$ cat src/rtl/adc_scan_pkg.sv
package adc_scan_pkg;

  typedef struct packed {
    logic [3:0] chan;
    logic [1:0] res;
    logic [1:0] atten;
  } scan_entry_t;

  localparam logic [2:0] MODE_U1   = 3'd1;
  localparam logic [2:0] MODE_U2   = 3'd2;
  localparam logic [2:0] MODE_BOTH = 3'd3;
  localparam logic [2:0] MODE_ALT  = 3'd7;

  localparam int REG_CTRL = 0;
  localparam int REG_IVL  = 1;
  localparam int REG_LIM  = 2;
  localparam int REG_FRM  = 3;
  localparam int REG_LEN0 = 4;
  localparam int REG_LEN1 = 5;

endpackage

$ cat src/rtl/adc_trig_timer.sv
module adc_trig_timer #(
  parameter int IVL_W   = 12,
  parameter int IVL_MIN = 40
) (
  input  logic             clk,
  input  logic             rst,
  input  logic             run,
  input  logic             restart,
  input  logic [IVL_W-1:0] ivl,
  output logic             trig
);
  logic [IVL_W:0] cnt_q;
  logic [IVL_W:0] last;

  always_comb begin
    if (ivl < IVL_W'(IVL_MIN)) last = {IVL_W'(IVL_MIN), 1'b0} - 1'b1;
    else                       last = {ivl, 1'b0} - 1'b1;
  end

  always_ff @(posedge clk) begin
    if (rst || restart || !run) begin
      cnt_q <= '0;
      trig  <= 1'b0;
    end else if (cnt_q >= last) begin
      cnt_q <= '0;
      trig  <= 1'b1;
    end else begin
      cnt_q <= cnt_q + 1'b1;
      trig  <= 1'b0;
    end
  end

  // the period is at least 80 cycles, so pulses never touch
  assert_trig_gap_R4: assert property (@(posedge clk) disable iff (rst)
    trig |=> !trig);

endmodule

$ cat src/rtl/adc_pattern_tbl.sv
module adc_pattern_tbl #(
  parameter int DEPTH = 16,
  parameter int AW    = $clog2(DEPTH)
) (
  input  logic          clk,
  input  logic          we,
  input  logic [AW-1:0] waddr,
  input  logic [7:0]    wdata,
  input  logic [AW-1:0] raddr,
  output logic [7:0]    rdata
);
  logic [7:0] mem [DEPTH];

  always_ff @(posedge clk) begin
    if (we) mem[waddr] <= wdata;
  end

  assign rdata = mem[raddr];

endmodule

$ cat src/rtl/adc_scan_ctrl.sv
module adc_scan_ctrl
  import adc_scan_pkg::*;
#(
  parameter int TBL_AW = 4,
  parameter int LEN_W  = TBL_AW + 1,
  parameter int LIM_W  = 8
) (
  input  logic                         clk,
  input  logic                         rst,
  input  logic                         start,
  input  logic                         stop,
  input  logic                         trig,
  input  logic [2:0]                   mode,
  input  logic                         lim_en,
  input  logic [LIM_W-1:0]             lim,
  input  logic [1:0][LEN_W-1:0]        len,
  input  logic [1:0][7:0]              ent,
  input  logic [1:0]                   done,
  output logic [1:0][TBL_AW-1:0]       ptr_q,
  output logic [1:0]                   req_q,
  output scan_entry_t [1:0]            req_ent_q,
  output logic                         run_q,
  output logic                         ovr_q
);
  logic [1:0]       want;
  logic             alt_q;
  logic [LIM_W-1:0] tcnt_q;
  logic             fire;
  logic             issue;

  always_comb begin
    case (mode)
      MODE_U1:   want = 2'b01;
      MODE_U2:   want = 2'b10;
      MODE_BOTH: want = 2'b11;
      MODE_ALT:  want = alt_q ? 2'b10 : 2'b01;
      default:   want = 2'b00;
    endcase
    fire  = trig && run_q && (want != 2'b00) && !start;
    issue = fire && ((want & req_q) == 2'b00);
  end

  always_ff @(posedge clk) begin
    if (rst) begin
      req_q     <= '0;
      req_ent_q <= '0;
      ptr_q     <= '0;
      run_q     <= 1'b0;
      alt_q     <= 1'b0;
      tcnt_q    <= '0;
      ovr_q     <= 1'b0;
    end else begin
      for (int u = 0; u < 2; u++) begin
        if (issue && want[u]) begin
          req_q[u]     <= 1'b1;
          req_ent_q[u] <= ent[u];
          ptr_q[u]     <= ({1'b0, ptr_q[u]} >= len[u] - 1'b1) ? '0 : ptr_q[u] + 1'b1;
        end else if (done[u]) begin
          req_q[u] <= 1'b0;
        end
      end
      if (start) begin
        run_q  <= 1'b1;
        ptr_q  <= '0;
        alt_q  <= 1'b0;
        tcnt_q <= '0;
        ovr_q  <= 1'b0;
      end else begin
        if (stop) run_q <= 1'b0;
        if (issue) begin
          tcnt_q <= tcnt_q + 1'b1;
          if (mode == MODE_ALT) alt_q <= ~alt_q;
          if (lim_en && (tcnt_q + 1'b1 == lim)) run_q <= 1'b0;
        end
        if (fire && !issue) ovr_q <= 1'b1;
      end
    end
  end

  assert_ovr_sticky_R9: assert property (@(posedge clk) disable iff (rst)
    ovr_q && !start |=> ovr_q);

  for (genvar u = 0; u < 2; u++) begin : g_chk
    assert_req_hold_R9: assert property (@(posedge clk) disable iff (rst)
      req_q[u] && !done[u] |=> req_q[u]);
    assert_fields_stable_R1: assert property (@(posedge clk) disable iff (rst)
      req_q[u] && !done[u] |=> $stable(req_ent_q[u]));
    assert_req_after_trig_R4: assert property (@(posedge clk) disable iff (rst)
      $rose(req_q[u]) |-> $past(trig));
  end

endmodule

$ cat src/rtl/adc_out_pack.sv
module adc_out_pack #(
  parameter int DATA_W = 12,
  parameter int FRM_W  = 12,
  parameter int OUT_W  = 4 + DATA_W
) (
  input  logic                   clk,
  input  logic                   rst,
  input  logic                   start,
  input  logic                   fmt,
  input  logic [FRM_W-1:0]       frm,
  input  logic [1:0]             done,
  input  logic [1:0][DATA_W-1:0] data,
  input  logic [1:0][3:0]        chan,
  output logic                   out_valid,
  output logic [OUT_W-1:0]       out_data,
  output logic                   out_eof
);
  logic              hold_v;
  logic [DATA_W-1:0] hold_d;
  logic [3:0]        hold_c;
  logic [FRM_W-1:0]  cnt_q;
  logic              emit_v;
  logic              emit_u;
  logic [3:0]        emit_c;
  logic [DATA_W-1:0] emit_d;
  logic              wrap;

  function automatic logic [OUT_W-1:0] pack(input logic f, input logic u,
                                            input logic [3:0] c,
                                            input logic [DATA_W-1:0] d);
    if (f) return {u, c, d[DATA_W-1:1]};
    return {c, d};
  endfunction

  always_comb begin
    emit_v = done[0] || hold_v || done[1];
    if (done[0]) begin
      emit_u = 1'b0; emit_c = chan[0]; emit_d = data[0];
    end else if (hold_v) begin
      emit_u = 1'b1; emit_c = hold_c;  emit_d = hold_d;
    end else begin
      emit_u = 1'b1; emit_c = chan[1]; emit_d = data[1];
    end
    wrap = (frm != '0) && (cnt_q + 1'b1 == frm);
  end

  always_ff @(posedge clk) begin
    if (rst) begin
      hold_v    <= 1'b0;
      hold_d    <= '0;
      hold_c    <= '0;
      cnt_q     <= '0;
      out_valid <= 1'b0;
      out_data  <= '0;
      out_eof   <= 1'b0;
    end else begin
      out_valid <= emit_v;
      out_data  <= pack(fmt, emit_u, emit_c, emit_d);
      out_eof   <= emit_v && wrap;
      if (start)       cnt_q <= '0;
      else if (emit_v) cnt_q <= wrap ? '0 : cnt_q + 1'b1;
      if (done[1] && (done[0] || hold_v)) begin
        hold_v <= 1'b1;
        hold_d <= data[1];
        hold_c <= chan[1];
      end else if (!done[0] && hold_v) begin
        hold_v <= 1'b0;
      end
    end
  end

  assert_eof_with_word_R8: assert property (@(posedge clk) disable iff (rst)
    out_eof |-> out_valid);
  assert_second_parked_R12: assert property (@(posedge clk) disable iff (rst)
    done[0] && done[1] |=> hold_v && out_valid);

endmodule

$ cat src/rtl/adc_scan_seq.sv
module adc_scan_seq
  import adc_scan_pkg::*;
#(
  parameter int DATA_W    = 12,
  parameter int TBL_DEPTH = 16,
  parameter int IVL_W     = 12,
  parameter int IVL_MIN   = 40,
  parameter int LIM_W     = 8,
  parameter int FRM_W     = 12,
  parameter int CFG_DW    = 16,
  parameter int CFG_AW    = $clog2(TBL_DEPTH) + 2,
  parameter int OUT_W     = 4 + DATA_W
) (
  input  logic                rst,
  input  logic                clk,
  input  logic                cfg_we,
  input  logic [CFG_AW-1:0]   cfg_addr,
  input  logic [CFG_DW-1:0]   cfg_wdata,
  input  logic                start,
  input  logic                stop,
  output logic [1:0]          conv_req,
  output logic [7:0]          conv_chan,
  output logic [3:0]          conv_atten,
  output logic [3:0]          conv_res,
  input  logic [1:0]          conv_done,
  input  logic [2*DATA_W-1:0] conv_data,
  output logic                out_valid,
  output logic [OUT_W-1:0]    out_data,
  output logic                out_eof,
  output logic                overrun
);
  localparam int TBL_AW = $clog2(TBL_DEPTH);
  localparam int LEN_W  = TBL_AW + 1;

  logic [2:0]             mode_q;
  logic                   fmt_q;
  logic                   lim_en_q;
  logic [IVL_W-1:0]       ivl_q;
  logic [LIM_W-1:0]       lim_q;
  logic [FRM_W-1:0]       frm_q;
  logic [1:0][LEN_W-1:0]  len_q;

  logic [1:0]             region;
  logic [TBL_AW-1:0]      idx;
  logic [1:0][TBL_AW-1:0] ptr;
  logic [1:0][7:0]        ent;
  scan_entry_t [1:0]      req_ent;
  logic [1:0][3:0]        req_chan;
  logic [1:0][DATA_W-1:0] data_u;
  logic                   trig;
  logic                   run;

  assign region = cfg_addr[CFG_AW-1:TBL_AW];
  assign idx    = cfg_addr[TBL_AW-1:0];
  assign data_u = conv_data;

  function automatic logic [LEN_W-1:0] fit_len(input logic [CFG_DW-1:0] w);
    if (w > CFG_DW'(TBL_DEPTH)) return LEN_W'(TBL_DEPTH);
    return w[LEN_W-1:0];
  endfunction

  always_ff @(posedge clk) begin
    if (rst) begin
      mode_q   <= MODE_U1;
      fmt_q    <= 1'b0;
      lim_en_q <= 1'b0;
      ivl_q    <= IVL_W'(IVL_MIN);
      lim_q    <= LIM_W'(1);
      frm_q    <= '0;
      len_q    <= {LEN_W'(1), LEN_W'(1)};
    end else if (cfg_we && region == 2'd0) begin
      case (int'(idx))
        REG_CTRL: begin
          mode_q   <= cfg_wdata[2:0];
          fmt_q    <= cfg_wdata[3];
          lim_en_q <= cfg_wdata[4];
        end
        REG_IVL:  ivl_q <= cfg_wdata[IVL_W-1:0];
        REG_LIM:  lim_q <= cfg_wdata[LIM_W-1:0];
        REG_FRM:  frm_q <= cfg_wdata[FRM_W-1:0];
        REG_LEN0: if (cfg_wdata != '0) len_q[0] <= fit_len(cfg_wdata);
        REG_LEN1: if (cfg_wdata != '0) len_q[1] <= fit_len(cfg_wdata);
        default: ;
      endcase
    end
  end

  for (genvar u = 0; u < 2; u++) begin : g_unit
    logic we_u;
    assign we_u = cfg_we && (region == 2'(u + 1));

    adc_pattern_tbl #(.DEPTH(TBL_DEPTH), .AW(TBL_AW)) i_tbl (
      .clk   (clk),
      .we    (we_u),
      .waddr (idx),
      .wdata (cfg_wdata[7:0]),
      .raddr (ptr[u]),
      .rdata (ent[u])
    );

    assign req_chan[u]          = req_ent[u].chan;
    assign conv_chan[4*u +: 4]  = req_ent[u].chan;
    assign conv_atten[2*u +: 2] = req_ent[u].atten;
    assign conv_res[2*u +: 2]   = req_ent[u].res;

    assert_len_range_R2: assert property (@(posedge clk) disable iff (rst)
      len_q[u] != '0 && len_q[u] <= LEN_W'(TBL_DEPTH));
  end

  adc_trig_timer #(.IVL_W(IVL_W), .IVL_MIN(IVL_MIN)) i_timer (
    .clk     (clk),
    .rst     (rst),
    .run     (run),
    .restart (start),
    .ivl     (ivl_q),
    .trig    (trig)
  );

  adc_scan_ctrl #(.TBL_AW(TBL_AW), .LEN_W(LEN_W), .LIM_W(LIM_W)) i_ctrl (
    .clk       (clk),
    .rst       (rst),
    .start     (start),
    .stop      (stop),
    .trig      (trig),
    .mode      (mode_q),
    .lim_en    (lim_en_q),
    .lim       (lim_q),
    .len       (len_q),
    .ent       (ent),
    .done      (conv_done),
    .ptr_q     (ptr),
    .req_q     (conv_req),
    .req_ent_q (req_ent),
    .run_q     (run),
    .ovr_q     (overrun)
  );

  adc_out_pack #(.DATA_W(DATA_W), .FRM_W(FRM_W), .OUT_W(OUT_W)) i_pack (
    .clk       (clk),
    .rst       (rst),
    .start     (start),
    .fmt       (fmt_q),
    .frm       (frm_q),
    .done      (conv_done),
    .data      (data_u),
    .chan      (req_chan),
    .out_valid (out_valid),
    .out_data  (out_data),
    .out_eof   (out_eof)
  );

endmodule

$ cat config.mk
export PLATFORM = sky130hd
export DESIGN_NAME = adc_scan_seq
export DESIGN_NICKNAME = d
export VERILOG_FILES = /design/src/rtl/adc_scan_pkg.sv /design/src/rtl/adc_trig_timer.sv /design/src/rtl/adc_pattern_tbl.sv /design/src/rtl/adc_scan_ctrl.sv /design/src/rtl/adc_out_pack.sv /design/src/rtl/adc_scan_seq.sv
export SDC_FILE = /design/constraint.sdc
export NUM_CORES = 1
export LEC_CHECK = 0
export BUFFER_PORTS_ARGS = -buffer_cell sky130_fd_sc_hd__buf_2
export CAP_MARGIN = 10
export CORE_MARGIN = 8
export CORE_UTILIZATION = 48
export CTS_CLUSTER_SIZE = 12
export DETAILED_ROUTE_END_ITERATION = 7
export PLACE_DENSITY = 0.72
export SLEW_MARGIN = 20
export SYNTH_ARGS = -nofsm -noshare
export SYNTH_HDL_FRONTEND = slang
export SYNTH_SLANG_ARGS = --single-unit
$ cat constraint.sdc
create_clock -name clk -period 8.3 [get_ports clk]
set_clock_uncertainty 0.05 [all_clocks]
set_input_delay 2.49 -clock clk [delete_from_list [all_inputs] [get_ports clk]]
set_output_delay 2.49 -clock clk [all_outputs]
set_load 0.01 [all_outputs]
Word-level counts from Yosys, hierarchy flattened
Memories as Yosys holds them, arrays and structs flattened. A register that Yosys moved wholly into a read port is not among the register bits.
Index checks and enable logic that the tools add are counted.

word-level totals
  register bits = 129
  RAM bits = 256
  input port bits = 53
  output and inout port bits = 37
  word-level logic and storage cells = 137
  memories = 2

cells by class
  add/subtract/negate cells = 8
  order comparisons = 5
  equal/unequal tests = 13
  multiplexer cells = 41
  bitwise logic cells = 2
  reduce and logical (&&, ||, !) cells = 41

memories
  memory               depth  width  read ports  clocked after Yosys merged registers in  write ports  RTL line               source
  g_unit[0].i_tbl.mem  16     8      1           1                                        1            adc_pattern_tbl.sv:12  logic [7:0] mem [DEPTH];
  g_unit[1].i_tbl.mem  16     8      1           1                                        1            adc_pattern_tbl.sv:12

operator list
  cell                                                                              number
  12-bit 2-to-1 mux                                                                 3
  16-bit 2-to-1 mux                                                                 2
  1-bit 2-to-1 mux                                                                  26
  16-bit by 5-bit greater-than comparator with 1-bit output, second input constant  1
  4-bit 2-to-1 mux                                                                  4
  16-bit nonzero test                                                               1
  1-bit logical AND                                                                 15
  5-bit 2-to-1 mux                                                                  3
  13-bit by 1-bit adder with 13-bit output, second input constant                   1
  13-bit >= comparator                                                              1
  13-bit 2-to-1 mux                                                                 1
  13-bit by 1-bit subtractor with 13-bit output, second input constant              1
  12-bit by 1-bit adder with 12-bit output, second input constant                   1
  12-bit == test                                                                    1
  12-bit by 6-bit less-than comparator with 1-bit output, second input constant     1
  12-bit nonzero test                                                               1
  4-bit by 5-bit >= comparator with 1-bit output                                    2
  2-bit AND reduction                                                               5
  5-bit by 1-bit subtractor with 5-bit output, second input constant                2
  4-bit by 1-bit adder with 4-bit output, second input constant                     2
  8-bit by 1-bit adder with 8-bit output, second input constant                     1
  4-bit by 2-bit == test with 1-bit output, second input constant                   2
  4-bit by 3-bit == test with 1-bit output, second input constant                   2
  8-bit == test                                                                     1
  other kinds (17)                                                                  30

Longest topological paths before layout
Gate-level depths: netlist of run 1.

  depth in word-level cells = 8
  gate-level depth with buffers = 15
  mapped depth without buffers = 14

Hierarchy
From an unflattened synthesis of run 1, not the netlist that was laid out.

unflattened totals
  cells, all modules = 1327
  area total of the unflattened synthesis = 17655.7 sq um

modules (own cells, without submodules)
  module           instances  cells an instance  area an instance (sq um)  sequential area each (sq um)
  adc_pattern_tbl  2          221                4987.3                    3843.7
  adc_out_pack     1          312                2536.2                    940.9
  adc_scan_ctrl    1          250                2124.5                    740.7
  adc_scan_seq     1          190                1873.0                    940.9
  adc_trig_timer   1          133                1147.4                    280.3

Worst setup path before layout of run 1
No wires, ideal clock.

  path type = input port to flip-flop
  start point = in cfg_addr[5]
  end point = mem g_unit[0].i_tbl.mem[2][0] (enable)
  library setup time = 395 ps
  data arrival time = 3696 ps
  data required time = 7855 ps
  path slack = 4159 ps
  stages on the path = 2
  buffers on the path = 0
  cell sequence = nand3b_1 -> nor4_1

on the way
  word-level cells in the longest chain between the ends = 4

RTL lines
  what                                      RTL line               source
  from (decl)                               adc_scan_seq.sv:17     input logic [CFG_AW-1:0] cfg_addr,
  2-bit by 1-bit == test with 1-bit output  adc_scan_seq.sv:90     assign we_u = cfg_we && (region == 2'(u + 1));
  1-bit logical AND                         adc_scan_seq.sv:90
  1-bit 2-to-1 mux                          adc_pattern_tbl.sv:15  if (we) mem[waddr] <= wdata;
  1-bit 2-to-1 mux (not written as such)    adc_pattern_tbl.sv:15
  to (decl)                                 adc_pattern_tbl.sv:12

Every way passes these cells.

Worst setup path after layout of run 1
  start point = in start
  end point = reg i_ctrl.ptr_q[1] in the netlist's numbering

on the way
  word-level cells in the longest chain between the ends = 4
  elaborated cells on any way between the ends = 5
  classes of those cells = 5 x reduce/logical

RTL lines
  what                             RTL line             source
  from (decl)                      adc_scan_seq.sv:19   input logic start,
  1-bit zero test                  adc_scan_ctrl.sv:39  fire = trig && run_q && (want != 2'b00) && !start;
  1-bit logical AND                adc_scan_ctrl.sv:39
  1-bit logical AND                adc_scan_ctrl.sv:40  issue = fire && ((want & req_q) == 2'b00);
  1-bit logical AND                adc_scan_ctrl.sv:54  if (issue && want[u]) begin
  to (signal, indexed assignment)  adc_scan_ctrl.sv:57  ptr_q[u] <= ({1'b0, ptr_q[u]} >= len[u] - 1'b1) ? '0 : ptr_q[u] + 1'b1;
  to (decl)                        adc_scan_ctrl.sv:19  output logic [1:0][TBL_AW-1:0] ptr_q,

Several ways; a longest one is shown, not always the timed one.
A chain may end at the register's enable or synchronous reset.

==> flow_summary.json, run 1 <==
{
  "chipHeight_um": 204,
  "postSynthAreaPerCell_um2": 13.6,
  "worstPathCellList": "buf_2, a211o_1, a211oi_2, nand3_1, o31ai_1, nor2_1",
  "p_per_area_mw_per_mm2": 211,
  "synth_ff_type": "edfxtp_1",
  "place.port_buffers": 89,
  "ioPinCount": 90,
  "vdd_drop_max_uv": 178,
  "layout_common_cells": "edfxtp_1 (256), nor2_1 (159), dfxtp_1 (143)",
  "setup_tns_ns": 0,
  "grt_overflow": 0,
  "drtIter0Drc": 628,
  "max-slew-margin-rel": 0.274,
  "hold_path_class": "reg -> reg",
  "fin_util": 0.545,
  "cts_root_buffer": "clkbuf_16",
  "critPathKind": "in -> reg",
  "drc": 0,
  "clock_latency_ns": 0.54,
  "crit_slowest_cell": "nand3_1",
  "wl_um": 36300,
  "cts_hold_buf": 0,
  "synth_seq_cells": 401,
  "drv_slew": 0,
  "grt_pass1_wl_um": 56600,
  "power_w": 0.00406,
  "synthDistinctLibCells": 53,
  "cp-start-kind": "input pin",
  "period_share": 0.581,
  "synthesis.nets": 1338,
  "async_flop_share": 0,
  "dieArea_mm2": 0.0418,
  "cp.arrival_ns": 5.19,
  "cts.sinks": 401,
  "core-area_mm2": 0.0353,
  "final_nets": 1419,
  "placed_cells": 1755,
  "antenna_found_initial": 3,
  "synth_edf_count": 256,
  "endpoint_kind": "flop",
  "num_rows": 69,
  "dp_hpwl_um": 23200,
  "stdcell_count": 1834,
  "layout-drive-gt1-share": 0.200,
  "ctsHtreeMaxLevel": 2,
  "cts_tree": "built",
  "critPathTopFamily": "compound AO/OA/AOI/OAI gates",
  "mostFrequentLayoutCell": "edfxtp_1",
  "routabilityCongestion": 0.799,
  "vias": 10186,
  "start_util": 0.483,
  "finalSetupViolations": 0,
  "cts_setup_buffers": 0,
  "synth_area_mm2": 0.0171,
  "synthCells": 1257,
  "rsz0062_at_grt": "no",
  "cap_viol_max_count": 0,
  "first_pass_iters": 5,
  "ctsLongestPathBuffers": 3,
  "grt_pass1_vias": 10093,
  "tightest_slew_ns": 1.09,
  "hold_violations": 0,
  "crit_buf_inv": 1,
  "vias_per_cell": 5.55,
  "outcome": "completed",
  "fp.dieW_um": 204,
  "ys_seq_area_frac": 0.621,
  "grt_util_all_layers": 0.173,
  "cts_resized": 0,
  "period_needed_ns": 4.82,
  "cp_max_fo": 15,
  "worstPathRequired_ns": 8.66,
  "area_delta_synth_final_pct": 12.9,
  "clkTransAtPathRegs_ns": 0.06,
  "ant_nets": 0,
  "ys_warn_count": 0,
  "wl_per_cell_um": 19.8,
  "power.leakage_nw": 6.71,
  "fmax_mhz": 207,
  "cts_buffers": 42,
  "max_stage_delay_ns": 0.87,
  "grt_start_max_net_pins": 102
}
## final timing paths
check / start / endpoint / slack, ns / depth (start not counted)
setup / recovery: start / i_ctrl.ptr_q[1] / 3.48 / 6
hold reg to reg: i_pack.hold_d[8] / i_pack.hold_d[8] / 0.40 / 2
hold / removal: i_pack.hold_d[8] / i_pack.hold_d[8] / 0.40 / 2
setup reg to reg: ivl_q[7] / i_timer.cnt_q[9] / 4.87 / 10
## per-stage QoR
step	hold slack (ns)	setup WS, ns	area (µm²)
2_1_floorplan	0.386	4.16	17100
3_3_place_gp	0.392	3.01	17900
3_5_place_dp	0.397	2.94	17900
4_1_cts	0.405	3.49	19200
5_1_grt	0.420	3.20	19200
6_report	0.402	3.48	19200
## synth_stat cells, drive strengths merged (2+ instances only)
cell type | count | share of area
xor2 | 31 | 0.016
nor2b | 3 | 0.0011
or3 | 5 | 0.0018
mux2 | 16 | 0.011
mux2i | 64 | 0.038
nand2b | 10 | 0.0037
nor3b | 3 | 0.0020
inv | 20 | 0.0044
nor3 | 28 | 0.0082
nor4 | 14 | 0.0060
o21a | 4 | 0.0018
a211o | 6 | 0.0031
or2 | 3 | 0.0011
buf | 25 | 0.0078
and4 | 2 | 0.0012
nor2 | 159 | 0.035
and3 | 13 | 0.0054
nand2 | 93 | 0.020
edfxtp | 256 | 0.45
or4 | 2 | 0.00088
nand4 | 16 | 0.0062
o21bai | 2 | 0.00088
nand3b | 7 | 0.0031
a21o | 9 | 0.0040
xnor2 | 34 | 0.017
nand3 | 30 | 0.0088
o21ai | 23 | 0.0068
a31oi | 3 | 0.0011
ha | 28 | 0.021
clkbuf | 41 | 0.0090
a21oi | 65 | 0.019
mux4 | 80 | 0.11
dfxtp | 145 | 0.17
and2 | 8 | 0.0029
## tightest hold or removal path, stage by stage, from the launching register on
cell	delay, ns
dfxtp_1	0.30
nand2_1	0.05
a21oi_1	0.05
## sequential cells by signal, indices dropped and copies added, names as in the netlist, 2 cells and up
register	cells
ivl_q	12
i_pack.out_data	16
g_unit.i_tbl.mem	256
i_ctrl.ptr_q	8
i_ctrl.tcnt_q	8
i_ctrl.req_ent_q	16
lim_q	8
i_pack.hold_c	4
mode_q	3
i_pack.hold_d	12
len_q	10
i_pack.cnt_q	12
i_timer.cnt_q	13
i_ctrl.req_q	2
frm_q	12
## where the power goes
part / leakage, nW / internal (W) / total (W) / switching, W
logic: 2.59 / 0.0000382 / 0.000123 / 0.0000850
clock network: 0.643 / 0.00106 / 0.00179 / 0.000727
registers: 3.48 / 0.00214 / 0.00215 / 0.00000908
## cell families after synthesis
| kind of cell | share of synthesized area |
|---|---|
| flops | 0.621 |
| simple gates | 0.109 |
| mux | 0.154 |
| compound gates | 0.0412 |
| buf+inv | 0.0212 |
| xor+xnor | 0.0334 |
| fa+ha+maj | 0.0205 |
## layer usage
metal,share of wire,routed length [µm],global-route usage
met5,0.00094,34,0
met4,0.021,756,0.0550
met3,0.059,2140,0.0320
met2,0.47,16900,0.281
met1,0.45,16400,0.235
## final cells by class
type,instances,area [µm²]
Fill cell,2883,16100
Sequential cell,401,10600
Multi-Input combinational cell,770,6130
Clock buffer,68,1250
Tap cell,461,577
Timing Repair Buffer,103,553
Inverter,20,75.1
Clock inverter,10,68.8
Antenna cell,1,2.50
Note: power is estimated with default switching activity, not from simulation.
==> run 2: changes to the inputs <==
--- a/config.mk
+++ b/config.mk
@@ -11,7 +11,7 @@
 export CORE_UTILIZATION = 48
 export CTS_CLUSTER_SIZE = 12
 export DETAILED_ROUTE_END_ITERATION = 7
-export PLACE_DENSITY = 0.72
+export PLACE_DENSITY = 0.75
 export SLEW_MARGIN = 20
 export SYNTH_ARGS = -nofsm -noshare
 export SYNTH_HDL_FRONTEND = slang
==> constraint.sdc (replaced) <==
create_clock -name clk -period 4.27 [get_ports clk]
set_clock_uncertainty 0.05 [all_clocks]
set_input_delay 1.281 -clock clk [delete_from_list [all_inputs] [get_ports clk]]
set_output_delay 1.281 -clock clk [all_outputs]
set_load 0.01 [all_outputs]
==> run 2 against run 1 <==
  * Power rose by 94%
  * Combinational power rose by 99%
  * Register-to-register slack got worse by 3.9 ns
  * Largest cell class unchanged
  * Critical path type is now reg -> reg
  * Sequential power up 94%
  * Via count grew 1.7%
  * Core utilization grew 0.31 points
  * Die area is the same
  * Non-clock buffer count rose by 23
==> flow_summary.json, run 2 (synthesized netlist as in run 1, its figures left out) <==
{
  "worstPathRequired_ns": 4.59,
  "start_util": 0.483,
  "cp-start-kind": "flop",
  "tightest_slew_ns": 1.09,
  "p_switching_w": 0.00159,
  "final_nets": 1442,
  "setup_tns_ns": 0,
  "finalSetupViolations": 0,
  "power.internal_w": 0.00627,
  "max-slew-margin-rel": 0.273,
  "layout-drive-gt1-share": 0.210,
  "reg_top3": "g_unit.i_tbl.mem: 256 flops, i_ctrl.req_ent_q: 16 flops, i_pack.out_data: 16 flops",
  "critPathKind": "reg -> reg",
  "outcome": "completed",
  "cts_setup_buffers": 0,
  "grt_start_max_net_pins": 61,
  "hold_path_class": "reg -> reg",
  "period_share": 0.783,
  "cts_root_buffer": "clkbuf_16",
  "switching_share": 0.202,
  "dieArea_mm2": 0.0418,
  "power.leakage_nw": 6.81,
  "largest_register_ffs": 256,
  "antenna_cells": 0,
  "cts_tree": "built",
  "max_stage_delay_ns": 0.71,
  "n_fill_cell": 2820,
  "area_delta_synth_final_pct": 13.5,
  "vias": 10358,
  "wl_per_cell_um": 20.1,
  "clkTransAtPathRegs_ns": 0.06,
  "drv_slew": 0,
  "p_per_area_mw_per_mm2": 406,
  "p_clk_frac": 0.438,
  "cts_buffers": 42,
  "rsz0062_at_grt": "no",
  "worstPathCellList": "nor4_1, nand2_1, and2_1, ha_1, a21o_1, a21o_1, a21oi_1, o311a_1, o21bai_1, nor2_1",
  "chipHeight_um": 204,
  "cts.sinks": 401,
  "ctsHtreeMaxLevel": 2,
  "grt_pass1_vias": 10405,
  "num_rows": 69,
  "p_seq_frac": 0.531,
  "first_pass_iters": 5,
  "ctsLongestPathBuffers": 3,
  "fmax_mhz": 299,
  "dp_hpwl_um": 24900,
  "ant_nets": 0,
  "drc": 0,
  "power_w": 0.00786,
  "place.port_buffers": 89,
  "layout_common_cells": "edfxtp_1 (256), nor2_1 (159), dfxtp_1 (142)",
  "antenna_found_initial": 3,
  "grt_util_all_layers": 0.176,
  "wl_um": 37100,
  "vdd_drop_max_uv": 345,
  "mostFrequentLayoutCell": "edfxtp_1",
  "clock_latency_ns": 0.53,
  "cap_viol_max_count": 0,
  "grt_overflow": 0,
  "p_comb_frac": 0.031,
  "cts_resized": 0,
  "period_needed_ns": 3.34,
  "cts_hold_buf": 0,
  "routabilityCongestion": 0.817,
  "regMostFlops": "g_unit.i_tbl.mem",
  "worst_path_most_repeated_cell": "a21o_1",
  "cp.arrival_ns": 3.66,
  "drtIter0Drc": 767,
  "fp.dieW_um": 204,
  "cp_max_fo": 13,
  "ioPinCount": 90,
  "endpoint_kind": "flop",
  "core-area_mm2": 0.0353,
  "grt_pass1_wl_um": 58100,
  "crit_slowest_cell": "o21bai_1",
  "vias_per_cell": 5.60,
  "hold_violations": 0
}
## run 2: changes by cell type in the layout (fill, tap and decap cells not counted), moves of 2 or more
| cell | change |
|---|---|
| clkinv_2 | -2 |
| buf_4 | +23 |
| nor3_2 | -5 |
| clkinv_1 | -3 |
| clkbuf_16 | -2 |
| clkbuf_1 | -2 |
| nor3_1 | +5 |
## run 2: stage by stage
step / std cells / hold WS [ns] / cell area [µm²] / utilization / setup slack, ns
CTS: 1850 / 0.406 / 19400 / 0.548 / 0.892
floorplan: 1257 / 0.386 / 17100 / - / 1.34
finish: 1850 / 0.405 / 19400 / 0.548 / 0.927
detailed placement: 1778 / 0.398 / 18100 / 0.512 / 0.887
global route: 1850 / 0.429 / 19400 / 0.548 / 0.596
global placement: 1778 / 0.390 / 18100 / 0.512 / 0.968
## run 2: metal layers
metal / vias to the layer above / global-route usage / share of wire
li1: 4859 / - / -
met1: 5153 / 0.232 / 0.43
met2: 288 / 0.298 / 0.49
met3: 52 / 0.0331 / 0.061
met4: 6 / 0.0455 / 0.018
met5: - / 0 / 0.0011
## run 2: final timing paths
kind                            cells after the start  slack, ns              from               end
worst min-delay path                                2       0.41  i_pack.hold_c[0]  i_pack.hold_c[0]
worst max register to register                     10       0.93          ivl_q[7]  i_timer.cnt_q[3]
worst min register to register                      2       0.41  i_pack.hold_c[0]  i_pack.hold_c[0]
worst max-delay path                               10       0.93          ivl_q[7]  i_timer.cnt_q[3]
## run 2: area by class of cell
type / count / area, µm² / share of cell area
flip-flops and latches: 401 / 10600 / 0.547
multi-input cells: 770 / 6100 / 0.315
clock buffers: 64 / 1190 / 0.0617
repair buffers: 126 / 726 / 0.0375
well taps: 461 / 577 / 0.0298
clock inverters: 8 / 93.8 / 0.00485
inverters: 20 / 75.1 / 0.00388
## run 2: power by group through the flow
| stage | registers, W | logic (W) | clock network, W |
|---|---|---|---|
| floorplan | 0.00425 | 0.000116 | 0 |
| global placement | 0.00425 | 0.000239 | 0 |
| detailed placement | 0.00425 | 0.000246 | 0 |
| CTS | 0.00417 | 0.000247 | 0.00351 |
| global route | 0.00417 | 0.000271 | 0.00366 |
| finish | 0.00417 | 0.000245 | 0.00345 |
## run 2: critical path, delay by kind of cell, from the launching register on
family / cells / cell delay [ns]
AO/OA/AOI/OAI: 5 / 1.30
adder cells (fa/ha/maj): 1 / 0.27
flip-flops: 1 / 0.37
AND/OR/NAND/NOR: 4 / 1.19
==> run 3: changes to the inputs <==
==> constraint.sdc (replaced) <==
create_clock -name clk -period 2.7 [get_ports clk]
set_clock_uncertainty 0.05 [all_clocks]
set_input_delay 0.81 -clock clk [delete_from_list [all_inputs] [get_ports clk]]
set_output_delay 0.81 -clock clk [all_outputs]
set_load 0.01 [all_outputs]
==> run 3 against run 2 <==
  * Wire length is 4.1% higher
  * Clock power is 64% higher
  * Count of clock-buffer cells in the layout is 5 higher
  * Highest routed layer unchanged
  * Die area did not move
  * Hold slack got worse by 0.0013 ns
==> flow_summary.json, run 3 (synthesized netlist as in run 1, its figures left out) <==
{
  "regMostFlops": "g_unit.i_tbl.mem",
  "place.port_buffers": 89,
  "setup_tns_ns": 0,
  "chipHeight_um": 204,
  "crit_slowest_cell": "or3_4",
  "placed_area_mm2": 0.0185,
  "cts_hold_buf": 0,
  "ant_nets": 0,
  "critPathKind": "reg -> reg",
  "vias": 10756,
  "antenna_found_initial": 3,
  "grt_util_all_layers": 0.186,
  "drc": 0,
  "routabilityCongestion": 0.822,
  "period_share": 0.999,
  "fmax_mhz": 371,
  "worstPathCellList": "or3_4, nor3_4, nand2_2, nor4_4, mux2i_1, ha_1, a21o_1, a21o_1, nor2_2, o311a_1, o21bai_1, buf_6, nor2_1",
  "clkTransAtPathRegs_ns": 0.06,
  "layout_common_cells": "edfxtp_1 (256), nor2_1 (157), dfxtp_1 (142)",
  "grt_pass1_wl_um": 60900,
  "area_delta_synth_final_pct": 16.9,
  "crit_buf_inv": 1,
  "placed_cells": 1824,
  "ioPinCount": 90,
  "dp_hpwl_um": 24900,
  "core-area_mm2": 0.0353,
  "cts_root_buffer": "clkbuf_16",
  "mostFrequentLayoutCell": "edfxtp_1",
  "dieArea_mm2": 0.0418,
  "reg_top3": "g_unit.i_tbl.mem: 256 flops, i_ctrl.req_ent_q: 16 flops, i_pack.out_data: 16 flops",
  "power.leakage_nw": 7.12,
  "rsz0062_at_grt": "yes",
  "hold_path_class": "reg -> reg",
  "hold_violations": 0,
  "start_util": 0.483,
  "first_pass_iters": 5,
  "ctsHtreeMaxLevel": 2,
  "grt_overflow": 0,
  "grt_start_max_net_pins": 101,
  "num_rows": 69,
  "largest_register_ffs": 256,
  "cts_tree": "built",
  "ctsLongestPathBuffers": 3,
  "cp.arrival_ns": 3.13,
  "finalSetupViolations": 0,
  "endpoint_kind": "flop",
  "stdcell_count": 1905,
  "cap_viol_max_count": 0,
  "vdd_drop_max_uv": 524,
  "worst_path_most_repeated_cell": "a21o_1",
  "cp_max_fo": 13,
  "cts_buffers": 43,
  "final_nets": 1490,
  "grt_pass1_vias": 10805,
  "drv_slew": 0,
  "outcome": "completed",
  "worstPathRequired_ns": 3.13,
  "wl_per_cell_um": 20.3,
  "fin_hold_ws_ns": 0.404,
  "clock_latency_ns": 0.56,
  "critPathTopFamily": "simple AND/OR/NAND/NOR gates",
  "fp.dieW_um": 204,
  "vias_per_cell": 5.65,
  "max-slew-margin-rel": 0.503,
  "cts.sinks": 401,
  "fin_util": 0.564,
  "design_area_mm2": 0.0199,
  "drtIter0Drc": 763,
  "tightest_slew_ns": 0.745,
  "period_needed_ns": 2.70,
  "p_per_area_mw_per_mm2": 636,
  "layout-drive-gt1-share": 0.245,
  "reg2reg_slack_ns": 0.003,
  "wl_um": 38700,
  "max_stage_delay_ns": 0.40,
  "cp-start-kind": "flop"
}
## run 3: path summary, 6_finish.rpt
check	start	end	cells after the start
worst min-delay path	i_pack.hold_d[2]	i_pack.hold_d[2]	2
worst max-delay path	ivl_q[2]	i_timer.cnt_q[6]	13
worst min register to register	i_pack.hold_d[2]	i_pack.hold_d[2]	2
worst max register to register	ivl_q[2]	i_timer.cnt_q[6]	13
## run 3: per-layer routing
layer,part of all wire,GRT usage,up-vias
li1,-,-,4985
met1,0.42,0.243,5346
met2,0.49,0.312,358
met3,0.074,0.0395,63
met4,0.019,0.0496,4
met5,0.00059,0,-
## run 3: area by class of cell
type | count | area [µm²]
tap | 461 | 577
clock buffer | 69 | 1220
inverter | 20 | 75.1
fill | 2726 | 15400
antenna | 1 | 2.50
multi-input combinational | 770 | 6170
timing repair buffer | 173 | 1140
clock inverter | 10 | 136
sequential | 401 | 10600
## run 3: through the flow
step / setup WS, ns / total power [W]
after floorplan: 0.00342 / 0.00691
after global placement: -0.0468 / 0.00713
after detailed placement: -0.124 / 0.00714
after CTS: -0.00416 / 0.0128
after global routing: -0.167 / 0.0130
final: 0.00294 / 0.0127
## run 3: where the power goes
part	switching, W	total [W]	leakage [nW]	internal [W]
clock network	0.00232	0.00566	0.660	0.00333
registers	0.0000211	0.00659	3.48	0.00657
logic	0.000283	0.000423	2.98	0.000140
## run 3: what timing repair did
| action | in CTS | in global routing |
|---|---|---|
| gates resized for setup | 8 | 7 |
| setup endpoints to repair | 13 | 14 |
| setup buffers | 1 | 0 |
## run 3: tightest hold or removal path: cells and delay by family, from the launching register on
family	cells	cell delay [ns]
flops	1	0.31
simple gates	1	0.05
compound gates	1	0.05
